File: config.mk
export PLATFORM = sky130hd
export DESIGN_NAME = msr_write_unit
export DESIGN_NICKNAME = d
export VERILOG_FILES = /design/src/rtl/msr_pkg.sv /design/src/rtl/msr_write_policy.sv /design/src/rtl/msr_mmu_index.sv /design/src/rtl/msr_effects.sv /design/src/rtl/msr_write_unit.sv
export SDC_FILE = /design/constraint.sdc
export NUM_CORES = 1
export LEC_CHECK = 0
export BUFFER_PORTS_ARGS = -buffer_cell sky130_fd_sc_hd__buf_4
export CAP_MARGIN = 25
export CORE_AREA = 2 2 119 121
export CTS_CLUSTER_DIAMETER = 200
export DETAILED_ROUTE_END_ITERATION = 10
export DIE_AREA = 0 0 121 123
export GPL_ROUTABILITY_DRIVEN = 0
export PLACE_DENSITY = 0.5
export SLEW_MARGIN = 20
export SYNTH_ARGS = -nofsm -noshare
export SYNTH_HDL_FRONTEND = slang
export SYNTH_SLANG_ARGS = --single-unit
File: constraint.sdc
create_clock -name clk -period 1 [get_ports clk]
set_input_delay 0.2 -clock clk [delete_from_list [all_inputs] [get_ports clk]]
set_output_delay 0.2 -clock clk [all_outputs]
set_load 0.01 [all_outputs]
File: src/rtl/msr_pkg.sv
package msr_pkg;

    // Side-effect strobes produced by one accepted write
    typedef struct packed {
        logic flush;
        logic swap;
        logic prefix;
        logic halt;
    } msr_fx_t;

    // Fields of the register that the index logic looks at
    typedef struct packed {
        logic pr;
        logic hv;
        logic gs;
        logic ir;
        logic dr;
        logic as_i;
        logic as_d;
    } msr_view_t;

    localparam logic [31:0] EXCP_BASE_HIGH = 32'hFFF0_0000;

    // Server form: the low bit says supervisor, the middle bit says translation off
    function automatic logic [2:0] idx_server(input logic pr, input logic reloc,
                                              input logic hv);
        return {hv, ~reloc, ~pr};
    endfunction

    // Embedded form: the middle bit is the address-space selector
    function automatic logic [2:0] idx_embedded(input logic pr, input logic aspace,
                                                input logic gs);
        return {gs, aspace, ~pr};
    endfunction

    function automatic logic [31:0] base_for(input logic ep);
        return ep ? EXCP_BASE_HIGH : 32'h0;
    endfunction

endpackage

File: src/rtl/msr_write_policy.sv
module msr_write_policy
    import msr_pkg::*;
#(
    parameter int            XLEN    = 64,
    parameter logic [XLEN-1:0] WMASK = 64'h1000_0000_FFFF_FFFF,
    parameter int            POS_HV  = 60,
    parameter int            POS_PR  = 14,
    parameter int            POS_EE  = 15,
    parameter int            POS_IR  = 5,
    parameter int            POS_DR  = 4
) (
    input  logic [XLEN-1:0] cur,
    input  logic [XLEN-1:0] wr_data,
    input  logic            wr_hv_ok,
    input  logic            mode_server64,
    output logic [XLEN-1:0] nxt
);

    logic [XLEN-1:0] masked;
    logic            hv_may_change;

    assign masked        = wr_data & WMASK;
    assign hv_may_change = wr_hv_ok & cur[POS_HV];

    always_comb begin
        nxt = masked;
        if (!hv_may_change) begin
            nxt[POS_HV] = cur[POS_HV];
        end
        if (mode_server64 && nxt[POS_PR]) begin
            nxt[POS_EE] = 1'b1;
            nxt[POS_IR] = 1'b1;
            nxt[POS_DR] = 1'b1;
        end
    end

endmodule

File: src/rtl/msr_mmu_index.sv
module msr_mmu_index
    import msr_pkg::*;
#(
    parameter int XLEN   = 64,
    parameter int POS_HV = 60,
    parameter int POS_PR = 14,
    parameter int POS_IR = 5,
    parameter int POS_DR = 4,
    parameter int POS_IS = 5,
    parameter int POS_DS = 4,
    parameter int POS_GS = 28
) (
    input  logic [XLEN-1:0] msr,
    input  logic            mode_embedded,
    output logic [2:0]      immu_idx,
    output logic [2:0]      dmmu_idx
);

    msr_view_t v;

    always_comb begin
        v.pr   = msr[POS_PR];
        v.hv   = msr[POS_HV];
        v.gs   = msr[POS_GS];
        v.ir   = msr[POS_IR];
        v.dr   = msr[POS_DR];
        v.as_i = msr[POS_IS];
        v.as_d = msr[POS_DS];
    end

    always_comb begin
        if (mode_embedded) begin
            immu_idx = idx_embedded(v.pr, v.as_i, v.gs);
            dmmu_idx = idx_embedded(v.pr, v.as_d, v.gs);
        end else begin
            immu_idx = idx_server(v.pr, v.ir, v.hv);
            dmmu_idx = idx_server(v.pr, v.dr, v.hv);
        end
    end

endmodule

File: src/rtl/msr_effects.sv
module msr_effects
    import msr_pkg::*;
#(
    parameter int    XLEN       = 64,
    parameter int    POS_IR     = 5,
    parameter int    POS_DR     = 4,
    parameter int    POS_GS     = 28,
    parameter int    POS_TGPR   = 17,
    parameter int    POS_EP     = 6,
    parameter int    POS_POW    = 18,
    parameter logic  RESET_EP   = 1'b0
) (
    input  logic            clk,
    input  logic            rst,
    input  logic            wr_en,
    input  logic [XLEN-1:0] cur,
    input  logic [XLEN-1:0] nxt,
    input  logic            mode_embedded,
    input  logic            feat_tgpr,
    input  logic            irq_pending,
    input  logic            pow_allowed,
    output msr_fx_t         fx_q,
    output logic [31:0]     excp_base
);

    msr_fx_t fx_d;
    logic [XLEN-1:0] diff;

    assign diff = cur ^ nxt;

    always_comb begin
        fx_d.flush  = diff[POS_IR] | diff[POS_DR] | (mode_embedded & diff[POS_GS]);
        fx_d.swap   = feat_tgpr & diff[POS_TGPR];
        fx_d.prefix = diff[POS_EP];
        fx_d.halt   = nxt[POS_POW] & ~irq_pending & pow_allowed;
    end

    always_ff @(posedge clk) begin
        if (rst) begin
            fx_q      <= '0;
            excp_base <= base_for(RESET_EP);
        end else begin
            fx_q <= wr_en ? fx_d : '0;
            if (wr_en && fx_d.prefix) begin
                excp_base <= base_for(nxt[POS_EP]);
            end
        end
    end

endmodule

File: src/rtl/msr_write_unit.sv
module msr_write_unit
    import msr_pkg::*;
#(
    parameter int              XLEN       = 64,
    parameter logic [XLEN-1:0] WMASK      = 64'h1000_0000_FFFF_FFFF,
    parameter logic [XLEN-1:0] FLAGS_MASK = 64'h1000_0000_0000_C031,
    parameter logic [XLEN-1:0] RESET_MSR  = 64'h1000_0000_0000_0000,
    parameter int              POS_HV     = 60,
    parameter int              POS_PR     = 14,
    parameter int              POS_EE     = 15,
    parameter int              POS_IR     = 5,
    parameter int              POS_DR     = 4,
    parameter int              POS_IS     = 5,
    parameter int              POS_DS     = 4,
    parameter int              POS_GS     = 28,
    parameter int              POS_TGPR   = 17,
    parameter int              POS_EP     = 6,
    parameter int              POS_POW    = 18
) (
    input  logic            clk,
    input  logic            rst,
    input  logic            wr_en,
    input  logic [XLEN-1:0] wr_data,
    input  logic            wr_hv_ok,
    input  logic            mode_embedded,
    input  logic            mode_server64,
    input  logic            feat_tgpr,
    input  logic            irq_pending,
    input  logic            pow_allowed,
    input  logic [XLEN-1:0] ext_flags,
    output logic [XLEN-1:0] msr_q,
    output logic [XLEN-1:0] flags_out,
    output logic [2:0]      immu_idx,
    output logic [2:0]      dmmu_idx,
    output logic            flush_req,
    output logic            swap_req,
    output logic            prefix_upd,
    output logic [31:0]     excp_base,
    output logic            halt
);

    localparam logic RESET_EP = RESET_MSR[POS_EP];

    logic [XLEN-1:0] msr_nxt;
    msr_fx_t         fx_q;

    msr_write_policy #(
        .XLEN(XLEN), .WMASK(WMASK), .POS_HV(POS_HV), .POS_PR(POS_PR),
        .POS_EE(POS_EE), .POS_IR(POS_IR), .POS_DR(POS_DR)
    ) u_policy (
        .cur           (msr_q),
        .wr_data       (wr_data),
        .wr_hv_ok      (wr_hv_ok),
        .mode_server64 (mode_server64),
        .nxt           (msr_nxt)
    );

    always_ff @(posedge clk) begin
        if (rst) begin
            msr_q <= RESET_MSR;
        end else if (wr_en) begin
            msr_q <= msr_nxt;
        end
    end

    msr_effects #(
        .XLEN(XLEN), .POS_IR(POS_IR), .POS_DR(POS_DR), .POS_GS(POS_GS),
        .POS_TGPR(POS_TGPR), .POS_EP(POS_EP), .POS_POW(POS_POW),
        .RESET_EP(RESET_EP)
    ) u_effects (
        .clk           (clk),
        .rst           (rst),
        .wr_en         (wr_en),
        .cur           (msr_q),
        .nxt           (msr_nxt),
        .mode_embedded (mode_embedded),
        .feat_tgpr     (feat_tgpr),
        .irq_pending   (irq_pending),
        .pow_allowed   (pow_allowed),
        .fx_q          (fx_q),
        .excp_base     (excp_base)
    );

    msr_mmu_index #(
        .XLEN(XLEN), .POS_HV(POS_HV), .POS_PR(POS_PR), .POS_IR(POS_IR),
        .POS_DR(POS_DR), .POS_IS(POS_IS), .POS_DS(POS_DS), .POS_GS(POS_GS)
    ) u_index (
        .msr           (msr_q),
        .mode_embedded (mode_embedded),
        .immu_idx      (immu_idx),
        .dmmu_idx      (dmmu_idx)
    );

    assign flags_out  = (msr_q & FLAGS_MASK) | ext_flags;
    assign flush_req  = fx_q.flush;
    assign swap_req   = fx_q.swap;
    assign prefix_upd = fx_q.prefix;
    assign halt       = fx_q.halt;

endmodule

; ---- Word level (Yosys, flattened, before mapping)
; Cells that the tools add are included.
[op_classes]
bitwise = 14
n_reduce_logical = 3
mux = 6
[ops]
columns = operator, n
row1 = 61-bit by 64-bit bitwise OR with 64-bit output, 1
row2 = 32-bit two-way mux, 1
row3 = 29-bit bitwise XOR, 1
row4 = 3-bit two-way mux, 2
row5 = 1-bit AND, 5
row6 = 1-bit inverter, 5
row7 = 1-bit logical AND, 2
row8 = 1-bit two-way mux, 2
row9 = 2-bit two-way mux, 1
row10 = 1-bit bitwise OR, 2
row11 = 2-bit OR reduction, 1
[totals]
in_bits = 137
register_bits = 69
elab_cells = 29

; ---- Depth between registers and ports, before layout
; Gate-level depths: netlist of run 1.
[depth]
ltp_word = 5
mapped_depth = 4

; ---- Cells and area by module
; A second synthesis of run 1 with hierarchy kept.
[hier_totals]
cells_unflattened = 397
area_unflattened_um2 = 3747.3
[modules_own_cells]
columns = module, cells_per_inst, instances, area_per_inst_um2
row1 = msr_write_unit, 270, 1, 2767.7
row2 = msr_write_policy, 67, 1, 488.0
row3 = msr_effects, 54, 1, 440.4
row4 = msr_mmu_index, 6, 1, 51.3

; ---- Worst setup path before layout of run 1
; Ideal clock, no wire load.
[synth_path]
path_type = register to output
startpoint = register msr_q[28]
endpoint = output immu_idx[2]
setup_slack_ns = 0.000
arrival_time_ns = 0.800
n_path_buf = 1
stages_incl_launch_ff = 3
required_ns = 0.800
path_cell_list = dfxtp_1 -> mux2_2 -> buf_4
[synth_via]
elab_chain_len = 1
[synth_rtl]
columns = item, line
row1 = start: declaration, msr_write_unit.sv:31  ; output logic [XLEN-1:0] msr_q,
row2 = start signal: assignment, msr_write_unit.sv:62  ; msr_q <= msr_nxt;
row3 = 3-bit two-way mux, msr_mmu_index.sv:32  ; if (mode_embedded) begin
row4 = end: declaration, msr_write_unit.sv:33  ; output logic [2:0] immu_idx,
; No other way between the ends.

; ---- Worst setup path in the final report of run 1
[layout_path]
startpoint = register msr_q[60]
endpoint = output immu_idx[2]
; Same word-level chain as after synthesis.

==> qor.csv, run 1 <==
stage,metric,value,unit
timing,Max Fclk,0.7953,GHz
logic_synthesis,"FFs w/ async S/R, synth",0,%
timing,Fin Setup TNS,-3178,ps
placed_design,IO buf count,108,
finish,Finished Cell Area,3169,um^2
logic_synthesis,post-synthesis sequential area ratio,32.03,%
pwr,NetSw,1.122,mW
floorplanning,die footprint,14880,um^2
worst_hold_path,worst hold path class,input port to flip-flop,
pwr,Combinational Power Share,24.3,%
logic_synthesis,Post-synth top cells,"buf_4 (123), dfxtp_1 (38), nor2_1 (33)",
floorplanning,Initial Util,17.45,%
finish,share of layout cells above drive strength 1,48.45,%
pwr,PD cells,1360,nW/um^2
clocking,hold_buf cts,0,
global_route,first-pass GRT wire length,7431,um
logic_synthesis,syn_area_per_cell,8.961,um^2
worst_setup_path,Critical Path End Type,output pin,
finish,area of the multi-input gates,858.3,um^2
clocking,Clock Sinks,38,
global_route,largest net degree at the start of global routing,19,
worst_setup_path,crit path DAT,1060,ps
worst_setup_path,crit path launch type,flip-flop,
clocking,clk buf depth,2,
routing,initial DRC count,33,
timing,crit share post-route,125.7,%
clocking,"Clk pin slew, worst setup/hold paths",60,ps
pwr,clock share of power,37.0,%
finish,filler cell count,1475,
status,outcome,finished with violations,
placed_design,post-placement cell area,2753,um^2
worst_setup_path,Crit path required time,800,ps
logic_synthesis,"Cell Area, Synth",2375,um^2
timing,RSZ-0062 raised after global routing,true,
floorplanning,io pins,307,
global_route,vias in the first global route,1463,
clocking,TritonCTS Buffers,5,
routing,Vias,1671,
floorplanning,Std-Cell Rows,43,
logic_synthesis,number of synthesized flops with an enable pin,0,
clocking,H-Tree Depth,2,
global_route,total global-route track usage,6.612,%
floorplanning,Die Ht,123,um
global_route,initial antenna violation count,0,
pwr,internal power,3.187,mW
clocking,CTS Root Cell,clkbuf_16,
timing,Final Slew Violations,0,
logic_synthesis,Main synth FF type,dfxtp_1,
pwr,sw frac,26.03,%
floorplanning,die width,121,um
floorplanning,core area,13610,um^2
logic_synthesis,Synth Instances,265,
timing,Final Hold Viols,0,
logic_synthesis,most common cell in the netlist,buf_4,
worst_setup_path,critical path class,flip-flop to output pin,
timing,worst setup margin,-257.4,ps
logic_synthesis,ranking of synthesized cells by area,"buf_4 (39%), dfxtp_1 (32%), mux2i_1 (12%)",
routing,Pre-Repair DR Iteration Count,4,
routing,WL/cell,10.53,um
finish,diodes inserted,0,
finish,Layout Nets,458,
logic_synthesis,post-synth top area cell,buf_4,
timing,final hold slack,77.14,ps
routing,post-route ant nets,0,
global_route,global route total overflow,0,
timing,post-route minimum period,1257,ps
finish,Area Growth Syn to Fin,33.46,%
run,max_cap viols,0,
routing,DR vias/cell,3.329,
pwr,sequential group share of total power,38.7,%
logic_synthesis,number of distinct library cells after synthesis,24,
routing,Remaining DRCs,0,
pwr,Total Power,4.309,mW
routing,Post-Route WL,5288,um
placed_design,Post-DP HPWL,4094,um
logic_synthesis,"flops & latches, synth",38,
finish,Seq. cell area,785.8,um^2
worst_setup_path,crit-path max FO,4,
clocking,CTS tree,built,
clocking,Clock Latency Late Sink,280,ps
pwr,Worst VDD drop,0.7020,mV
placed_design,DP Worst Slack,-5.503,ps
timing,final setup vio count,29,
logic_synthesis,Yosys Warn Count,0,
status,violated checks,setup timing,
pwr,Leakage,1.580,nW
timing,clk_skew,0.7322,ps
logic_synthesis,top-area cell type share of the netlist area,38.88,%
-- metrics by stage --
step                cells  utilization, %
floorplan             315               -
global placement      485           20.22
detailed placement    485           20.22
CTS                   498           22.51
global route          502           23.28
finish                502           23.28
-- power groups by stage --
stage	sequential (mW)	combinational (mW)	clock, mW
2_1_floorplan	1.74	0.805	0
3_3_place_gp	1.70	0.892	0
3_5_place_dp	1.71	0.897	0
4_1_cts	1.68	0.979	1.67
5_1_grt	1.68	1.14	1.74
6_report	1.67	1.05	1.59
-- layer usage --
| layer | global-route usage, % | vias to the layer above | wire length (um) |
|---|---|---|---|
| met5 | 0 | - | 0 |
| met2 | 11.48 | 109 | 2717 |
| met3 | 2.352 | 22 | 469 |
| met4 | 4.506 | 0 | 193 |
| met1 | 6.659 | 758 | 1908 |
| li1 | - | 782 | - |
-- repair_timing --
| action | in CTS | in global routing |
|---|---|---|
| pin swaps | 8 | 2 |
| hold endpoints to repair | 0 | 0 |
| buffers inserted | 5 | 4 |
| resized for setup | 43 | 20 |
| endpoints found under the setup margin | 32 | 33 |
-- critical path, cell delays in order, from the launching register on --
cell,delay (ps)
dfxtp_4,360
mux2_4,290
buf_6,130
-- cells by family (layout without fill, tap and decap cells) --
group,Yosys count,after routing,share of synthesized area (%)
AOI/OAI and AO/OA,10,10,2.582
xor gates and xnor gates,7,7,2.582
buffers and inverters,131,138,41.15
DFF,38,38,32.03
muxes,30,30,12.70
other,1,51,0.1579
and+or+nand+nor,48,48,8.799
-- final timing paths --
| kind | start | endpoint | slack, ps | cells after the start |
|---|---|---|---|---|
| max | msr_q[60] | immu_idx[2] | -260 | 2 |
| min | irq_pending | u_effects.fx_q[0] | 80 | 2 |
| max reg2reg | msr_q[4] | u_effects.fx_q[3] | 30 | 4 |
| min reg2reg | msr_q[27] | msr_q[27] | 490 | 2 |
-- state kept, by name, indices dropped and copies added, names as in the netlist --
register and cells:
msr_q 33, u_effects.fx_q 4, u_effects.excp_base 1
-- layout by cell type, fill, tap and decap left out --
cell,synthesis,layout
buf_4,123,91
conb_1,1,51
buf_6,3,34
nor2_1,33,33
mux2i_1,29,29
dfxtp_1,38,28
or2_4,0,6
clkbuf_16,0,5
dfxtp_2,0,5
dfxtp_4,0,5
a21oi_1,4,4
nand2_1,4,4
buf_12,0,4
a211oi_1,3,3
xor2_1,3,3
xnor2_2,0,2
xnor2_1,4,2
inv_4,0,1
mux2_4,0,1
nand2b_1,1,1
nor3_1,1,1
nor3b_1,1,1
a31oi_1,1,1
nand3b_1,1,1
a21o_1,1,1
nor2b_1,1,1
o21ai_1,0,1
clkbuf_8,0,1
clkinv_2,0,1
clkbuf_1,3,1
-- final cells by class --
class	count	share of cell area (%)
Multi-Input combinational cell	146	27.08
Clock buffer	7	4.501
Sequential cell	38	24.79
Timing Repair Buffer	129	36.16
Clock inverter	1	0.1579
Inverter	1	0.1974
Tap cell	180	7.106
Power figures use the tool's default switching activity.
==> run 2, diff against run 1 <==
Settings changed: CELL_PAD_IN_SITES_DETAIL_PLACEMENT from default to 2, CELL_PAD_IN_SITES_GLOBAL_PLACEMENT from default to 2, CORE_AREA 2 2 119 121 to default, CORE_ASPECT_RATIO from default to 1.1, CORE_UTILIZATION from default to 14, DIE_AREA 0 0 121 123 to default, PLACE_DENSITY 0.5 to default, PLACE_DENSITY_LB_ADDON from default to 0.3.
==> run 2 against run 1 <==
  * Routed wire length rose by 21%
  * Utilization fell by 3.7 points
  * Via count rose by 3.0%
  * Global-route usage rose by 0.55 points
  * Combinational power barely moved
  * Cell count rose by 5.2%
  * Clock power rose by 4%
  * Design area rose by 1.9%
  * Worst hold slack got worse by 9.6 ps
  * Count of clock-buffer cells in the layout did not move
  * The run still ends with setup timing left
  * Sequential power barely moved
==> qor.csv, run 2 (same netlist as run 1, synthesis figures left out) <==
stage,metric,value,unit,change
worst_setup_path,crit-path max cell delay,340,ps,-20 ps
finish,Seq. cell area,785.8,um^2,unchanged
worst_setup_path,critical path class,flip-flop to output pin,,
finish,filler cell count,1926,,+31%
finish,Layout Nets,460,,+0.44%
worst_setup_path,Crit path required time,800,ps,about the same
global_route,first-pass GRT wire length,9535,um,+28%
placed_design,IO buf count,108,,unchanged
timing,worst setup margin,-246.7,ps,+10.76 ps
worst_hold_path,Worst Hold Path EP,u_effects.fx_q[0],,
worst_hold_path,HP Start,irq_pending,,
worst_setup_path,critical-path cell list,mux2_4 > buf_6,,
pwr,sw frac,27.17,%,+1.1 points
pwr,Leakage,1.594,nW,+0.87%
timing,post-route minimum period,1247,ps,-10.76 ps
worst_setup_path,CP top delay family,flip-flops,,
placed_design,Post-DP HPWL,4897,um,+20%
pwr,NetSw,1.193,mW,+6.4%
finish,"commonest non-fill, non-tap cell in the layout",buf_4,,
global_route,met3 Use GR,1.466,%,-0.89 points
global_route,largest net degree at the start of global routing,21,,+2
global_route,Top Usage Layer GRT,met2,,
timing,Final Slew Violations,0,,unchanged
routing,DR vias/cell,3.259,,-2.1%
finish,area of the multi-input gates,855.8,um^2,-0.29%
worst_setup_path,r2r endpoint,u_effects.fx_q[3],,
worst_setup_path,crit-path max FO,4,,unchanged
timing,crit share post-route,124.7,%,-1.1 points
finish,register with the most flip-flops,msr_q,,
timing,Fin Setup TNS,-3193,ps,-15.42 ps
pwr,PD cells,1361,nW/um^2,about the same
run,max_cap viols,0,,unchanged
finish,most frequent cells in the layout,"buf_4 (87), conb_1 (51), buf_6 (41)",,
finish,Area Growth Syn to Fin,35.93,%,
floorplanning,core area,16490,um^2,+21%
floorplanning,Std-Cell Rows,49,,+14%
global_route,GR Layer Usage met1,7.905,%,+1.2 points
worst_setup_path,Critical Path End Type,output pin,,
floorplanning,die footprint,17490,um^2,+18%
clocking,hold_buf cts,0,,unchanged
floorplanning,die width,126.2,um,+4.3%
clocking,H-Tree Depth,2,,unchanged
placed_design,DP Worst Slack,-17.65,ps,-12.15 ps
timing,clk_skew,0.8430,ps,+0.1108 ps
routing,Remaining DRCs,0,,unchanged
routing,Pre-Repair DR Iteration Count,2,,-2
global_route,M2 GR Usage,12.47,%,+0.99 points
clocking,Clock Latency Late Sink,280,ps,about the same
worst_setup_path,CP max stage cell,dfxtp_2,,
worst_setup_path,crit path launch type,flip-flop,,
routing,WL/cell,12.12,um,+15%
pwr,sequential group share of total power,38.0,%,-0.7 points
timing,final hold slack,67.52,ps,-9.622 ps
worst_hold_path,Hold Crit Depth,2,,unchanged
worst_setup_path,WP buf/inv,1,,unchanged
status,outcome,finished with violations,,
global_route,total global-route track usage,7.162,%,+0.55 points
clocking,CTS tree,built,,
finish,share of layout cells above drive strength 1,48.77,%,+0.32 points
pwr,Worst VDD drop,0.4369,mV,-38%
pwr,internal power,3.199,mW,+0.39%
clocking,Clock Sinks,38,,unchanged
clocking,"Clk pin slew, worst setup/hold paths",60,ps,about the same
finish,Top Registers,"msr_q (33), u_effects.fx_q (4), u_effects.excp_base (1)",,
timing,Max Fclk,0.8021,GHz,+0.86%
finish,diodes inserted,0,,unchanged
global_route,initial antenna violation count,0,,unchanged
routing,post-route ant nets,0,,unchanged
worst_setup_path,reg2reg path depth,4,,unchanged
routing,Vias,1721,,+3.0%
floorplanning,Initial Util,14.40,%,-3.0 points
worst_setup_path,crit path DAT,1050,ps,about the same
pwr,Total Power,4.393,mW,+2.0%
pwr,Combinational Power Share,24.4,%,about the same
routing,Post-Route WL,6400,um,+21%
clocking,TritonCTS Buffers,5,,unchanged
status,violated checks,setup timing,,
routing,initial DRC count,18,,-45%
worst_setup_path,worst flop-to-flop path startpoint,msr_q[5],,
floorplanning,Die Ht,138.6,um,+13%
clocking,clk buf depth,2,,unchanged
clocking,CTS Root Cell,clkbuf_16,,
pwr,clock share of power,37.5,%,+0.5 points
finish,Largest register FFs,33,,unchanged
timing,Final Hold Viols,0,,unchanged
timing,RSZ-0062 raised after global routing,true,,
timing,final setup vio count,30,,+3.4%
floorplanning,io pins,307,,unchanged
worst_hold_path,worst hold path class,input port to flip-flop,,
global_route,global route total overflow,0,,unchanged
global_route,vias in the first global route,1708,,+17%
worst_setup_path,FF-to-FF setup slack,20,ps,about the same
-- run 2: cell type report --
| cell class | instances | area share [%] |
|---|---|---|
| Clock inverter | 1 | 0.1550 |
| Clock buffer | 7 | 4.419 |
| Sequential cell | 38 | 24.34 |
| Tap cell | 204 | 7.907 |
| Inverter | 1 | 0.2713 |
| Multi-Input combinational cell | 146 | 26.51 |
| Timing Repair Buffer | 131 | 36.40 |
-- run 2: power by group through the flow --
| stage | combinational [mW] | sequential, mW | clock [mW] |
|---|---|---|---|
| 2_1_floorplan | 0.805 | 1.74 | 0 |
| 3_3_place_gp | 0.923 | 1.70 | 0 |
| 3_5_place_dp | 0.934 | 1.70 | 0 |
| 4_1_cts | 1.07 | 1.67 | 1.77 |
| 5_1_grt | 1.17 | 1.68 | 1.81 |
| 6_report | 1.07 | 1.67 | 1.65 |
-- run 2: repair_timing --
| action | CTS | global route |
|---|---|---|
| gates resized for setup | 61 | 9 |
| cloned | 0 | 0 |
| buffers inserted | 11 | 4 |
| pin swaps | 7 | 1 |
| endpoints found under the setup margin | 32 | 34 |
-- run 2: metrics by stage --
stage	cells	util [%]	instance area, um^2
floorplan	315	-	2562
global placement	509	16.95	2795
detailed placement	509	16.95	2795
CTS	526	19.32	3186
global route	528	19.57	3228
finish	528	19.57	3228
-- run 2: how the worst max path moves through the flow --
| stage | slack [ps] | to | start | cells past startpoint |
|---|---|---|---|---|
| 3_3_place_gp | 3 | dmmu_idx[2] | mode_embedded | 3 |
| 4_1_cts | -260 | immu_idx[2] | msr_q[60] | 2 |
| 6_report | -250 | immu_idx[2] | msr_q[60] | 2 |
| 2_1_floorplan | 0.2 | immu_idx[2] | msr_q[28] | 2 |
| 5_1_grt | -280 | dmmu_idx[2] | msr_q[60] | 2 |
| 3_5_place_dp | -20 | flags_out[4] | msr_q[4] | 2 |
-- run 2: metal layers --
| metal | vias to the layer above | routed length, um |
|---|---|---|
| li1 | 780 | - |
| met1 | 811 | 2458 |
| met2 | 107 | 3257 |
| met3 | 23 | 454 |
| met4 | 0 | 229 |
| met5 | - | 0 |
==> run 3, diff against run 2 <==
Settings changed: SKIP_CTS_REPAIR_TIMING from default to 1.
==> run 3 against run 2 <==
  * The flow still finishes with violations (setup timing)
  * Register-to-register slack better by 60 ps
  * Sequential share of layout area grew 0.28 points
  * Global-route usage shrank 0.22 points
  * Cell count decreased by 0.76%
  * Non-clock buffer count shrank 4
  * Design area fell by 1.4%
  * Clock skew hardly changed
  * Maximum frequency is 0.15% lower
  * First-iteration DRC count shrank 28%
  * Critical path type unchanged
  * Highest routed layer unchanged
==> qor.csv, run 3 (same netlist as run 1, synthesis figures left out) <==
stage,metric,value,unit,change
status,violated checks,setup timing,,
global_route,largest net degree at the start of global routing,21,,unchanged
global_route,M2 GR Usage,12.07,%,-0.41 points
clocking,H-Tree Depth,2,,unchanged
worst_setup_path,critical path class,flip-flop to output pin,,
clocking,Clock Latency Late Sink,280,ps,about the same
timing,final hold slack,66.50,ps,-1.022 ps
clocking,Clock Sinks,38,,unchanged
worst_setup_path,Crit path required time,800,ps,about the same
worst_hold_path,worst hold path class,input port to flip-flop,,
worst_setup_path,crit path launch type,flip-flop,,
pwr,Combinational Power Share,24.0,%,-0.4 points
finish,Layout Nets,456,,-0.87%
global_route,global route total overflow,0,,unchanged
routing,DR vias/cell,3.252,,-0.23%
floorplanning,die width,126.2,um,unchanged
finish,Area Growth Syn to Fin,33.98,%,
finish,register with the most flip-flops,msr_q,,
routing,initial DRC count,13,,-5
routing,Post-Route WL,6332,um,-1.1%
routing,WL/cell,12.08,um,-0.31%
timing,post-route minimum period,1249,ps,+1.883 ps
floorplanning,Die Ht,138.6,um,unchanged
pwr,sequential group share of total power,38.2,%,+0.2 points
global_route,first-pass GRT wire length,9177,um,-3.8%
global_route,initial antenna violation count,0,,unchanged
clocking,CTS tree,built,,
pwr,clock share of power,37.8,%,+0.3 points
pwr,internal power,3.186,mW,-0.41%
status,outcome,finished with violations,,
clocking,clk buf depth,2,,unchanged
timing,Final Slew Violations,0,,unchanged
placed_design,Post-DP HPWL,4897,um,unchanged
floorplanning,io pins,307,,unchanged
run,max_cap viols,0,,unchanged
finish,Largest register FFs,33,,unchanged
routing,Vias,1704,,-0.99%
timing,crit share post-route,124.9,%,+0.19 points
timing,clk_skew,0.9234,ps,+0.08044 ps
timing,Fin Setup TNS,-3481,ps,-288.1 ps
global_route,total global-route track usage,6.940,%,-0.22 points
placed_design,DP Worst Slack,-17.65,ps,unchanged
routing,Remaining DRCs,0,,unchanged
floorplanning,die footprint,17490,um^2,unchanged
floorplanning,core area,16490,um^2,unchanged
finish,share of layout cells above drive strength 1,48.13,%,-0.64 points
worst_setup_path,FF-to-FF setup slack,80,ps,+60 ps
pwr,NetSw,1.188,mW,-0.48%
worst_setup_path,worst flop-to-flop path startpoint,msr_q[4],,
placed_design,IO buf count,108,,unchanged
finish,"commonest non-fill, non-tap cell in the layout",buf_4,,
timing,Max Fclk,0.8009,GHz,-0.15%
routing,Pre-Repair DR Iteration Count,2,,unchanged
pwr,Leakage,1.570,nW,-1.5%
clocking,"Clk pin slew, worst setup/hold paths",60,ps,about the same
worst_hold_path,HP Start,irq_pending,,
global_route,Top Usage Layer GRT,met2,,
pwr,PD cells,1375,nW/um^2,+1.0%
floorplanning,Std-Cell Rows,49,,unchanged
global_route,met3 Use GR,1.466,%,unchanged
pwr,Worst VDD drop,0.4361,mV,-0.19%
timing,worst setup margin,-248.6,ps,-1.883 ps
worst_setup_path,r2r endpoint,u_effects.fx_q[3],,
finish,diodes inserted,0,,unchanged
finish,most frequent cells in the layout,"buf_4 (92), conb_1 (51), nor2_1 (33)",,
worst_setup_path,crit path DAT,1050,ps,about the same
worst_setup_path,reg2reg path depth,3,,-1
timing,RSZ-0062 raised after global routing,true,,
worst_hold_path,Hold Crit Depth,2,,unchanged
timing,final setup vio count,28,,-6.7%
worst_hold_path,Worst Hold Path EP,u_effects.fx_q[0],,
pwr,sw frac,27.15,%,about the same
routing,post-route ant nets,0,,unchanged
global_route,vias in the first global route,1635,,-4.3%
global_route,GR Layer Usage met1,7.596,%,-0.31 points
timing,Final Hold Viols,0,,unchanged
worst_setup_path,crit-path max FO,4,,unchanged
clocking,TritonCTS Buffers,5,,unchanged
worst_setup_path,Critical Path End Type,output pin,,
finish,Top Registers,"msr_q (33), u_effects.fx_q (4), u_effects.excp_base (1)",,
clocking,CTS Root Cell,clkbuf_16,,
floorplanning,Initial Util,14.40,%,unchanged
==> run 3: changes by cell type in the layout (fill, tap and decap cells not counted) <==
cell and change:
o21ai_0 +1, buf_12 +1, inv_6 -1, buf_6 -11, buf_4 +5, dfxtp_2 +1, o21ai_1 -1, inv_4 +1
clkbuf_16 +1, dfxtp_4 -1
==> run 3: layout make-up <==
class                           count  area (um^2)
Fill cell                        1936        13310
Timing Repair Buffer              127         1134
Multi-Input combinational cell    146        855.8
Sequential cell                    38        783.3
Tap cell                          204        255.2
Clock buffer                        7        142.6
Inverter                            1        6.256
Clock inverter                      1        5.005
==> run 3: how the worst max path moves through the flow <==
| stage | start | end | slack, ps | cells past startpoint |
|---|---|---|---|---|
| finish | msr_q[60] | flags_out[60] | -250 | 2 |
| global route | msr_q[60] | flags_out[60] | -290 | 2 |
| CTS | msr_q[4] | flags_out[4] | -320 | 2 |
| detailed placement | msr_q[4] | flags_out[4] | -20 | 2 |
| global placement | mode_embedded | dmmu_idx[2] | 3 | 3 |
| floorplan | msr_q[28] | immu_idx[2] | 0.2 | 2 |
==> run 3: per-layer routing <==
metal,share of wire [%],routed length [um]
met5,0,0
met4,3.6,229
met3,7.1,452
met2,51,3209
met1,39,2442
==> run 3: through the flow <==
stage | cell area [um^2] | power, mW | instances | util [%]
finish | 3182 | 4.374 | 524 | 19.29
global route | 3182 | 4.642 | 524 | 19.29
CTS | 2943 | 4.380 | 517 | 17.84
detailed placement | 2795 | 2.637 | 509 | 16.95
global placement | 2795 | 2.620 | 509 | 16.95
floorplan | 2562 | 2.547 | 315 | -
==> run 3: critical path, stage by stage (launching register included) <==
cell and delay (ps):
dfxtp_2 340, or2_2 290, buf_4 140
==> run 3: power by group through the flow <==
stage	clock, mW	sequential (mW)	combinational, mW
3_5_place_dp	0	1.70	0.934
6_report	1.65	1.67	1.05
3_3_place_gp	0	1.70	0.923
2_1_floorplan	0	1.74	0.805
4_1_cts	1.77	1.67	0.937
5_1_grt	1.82	1.68	1.14
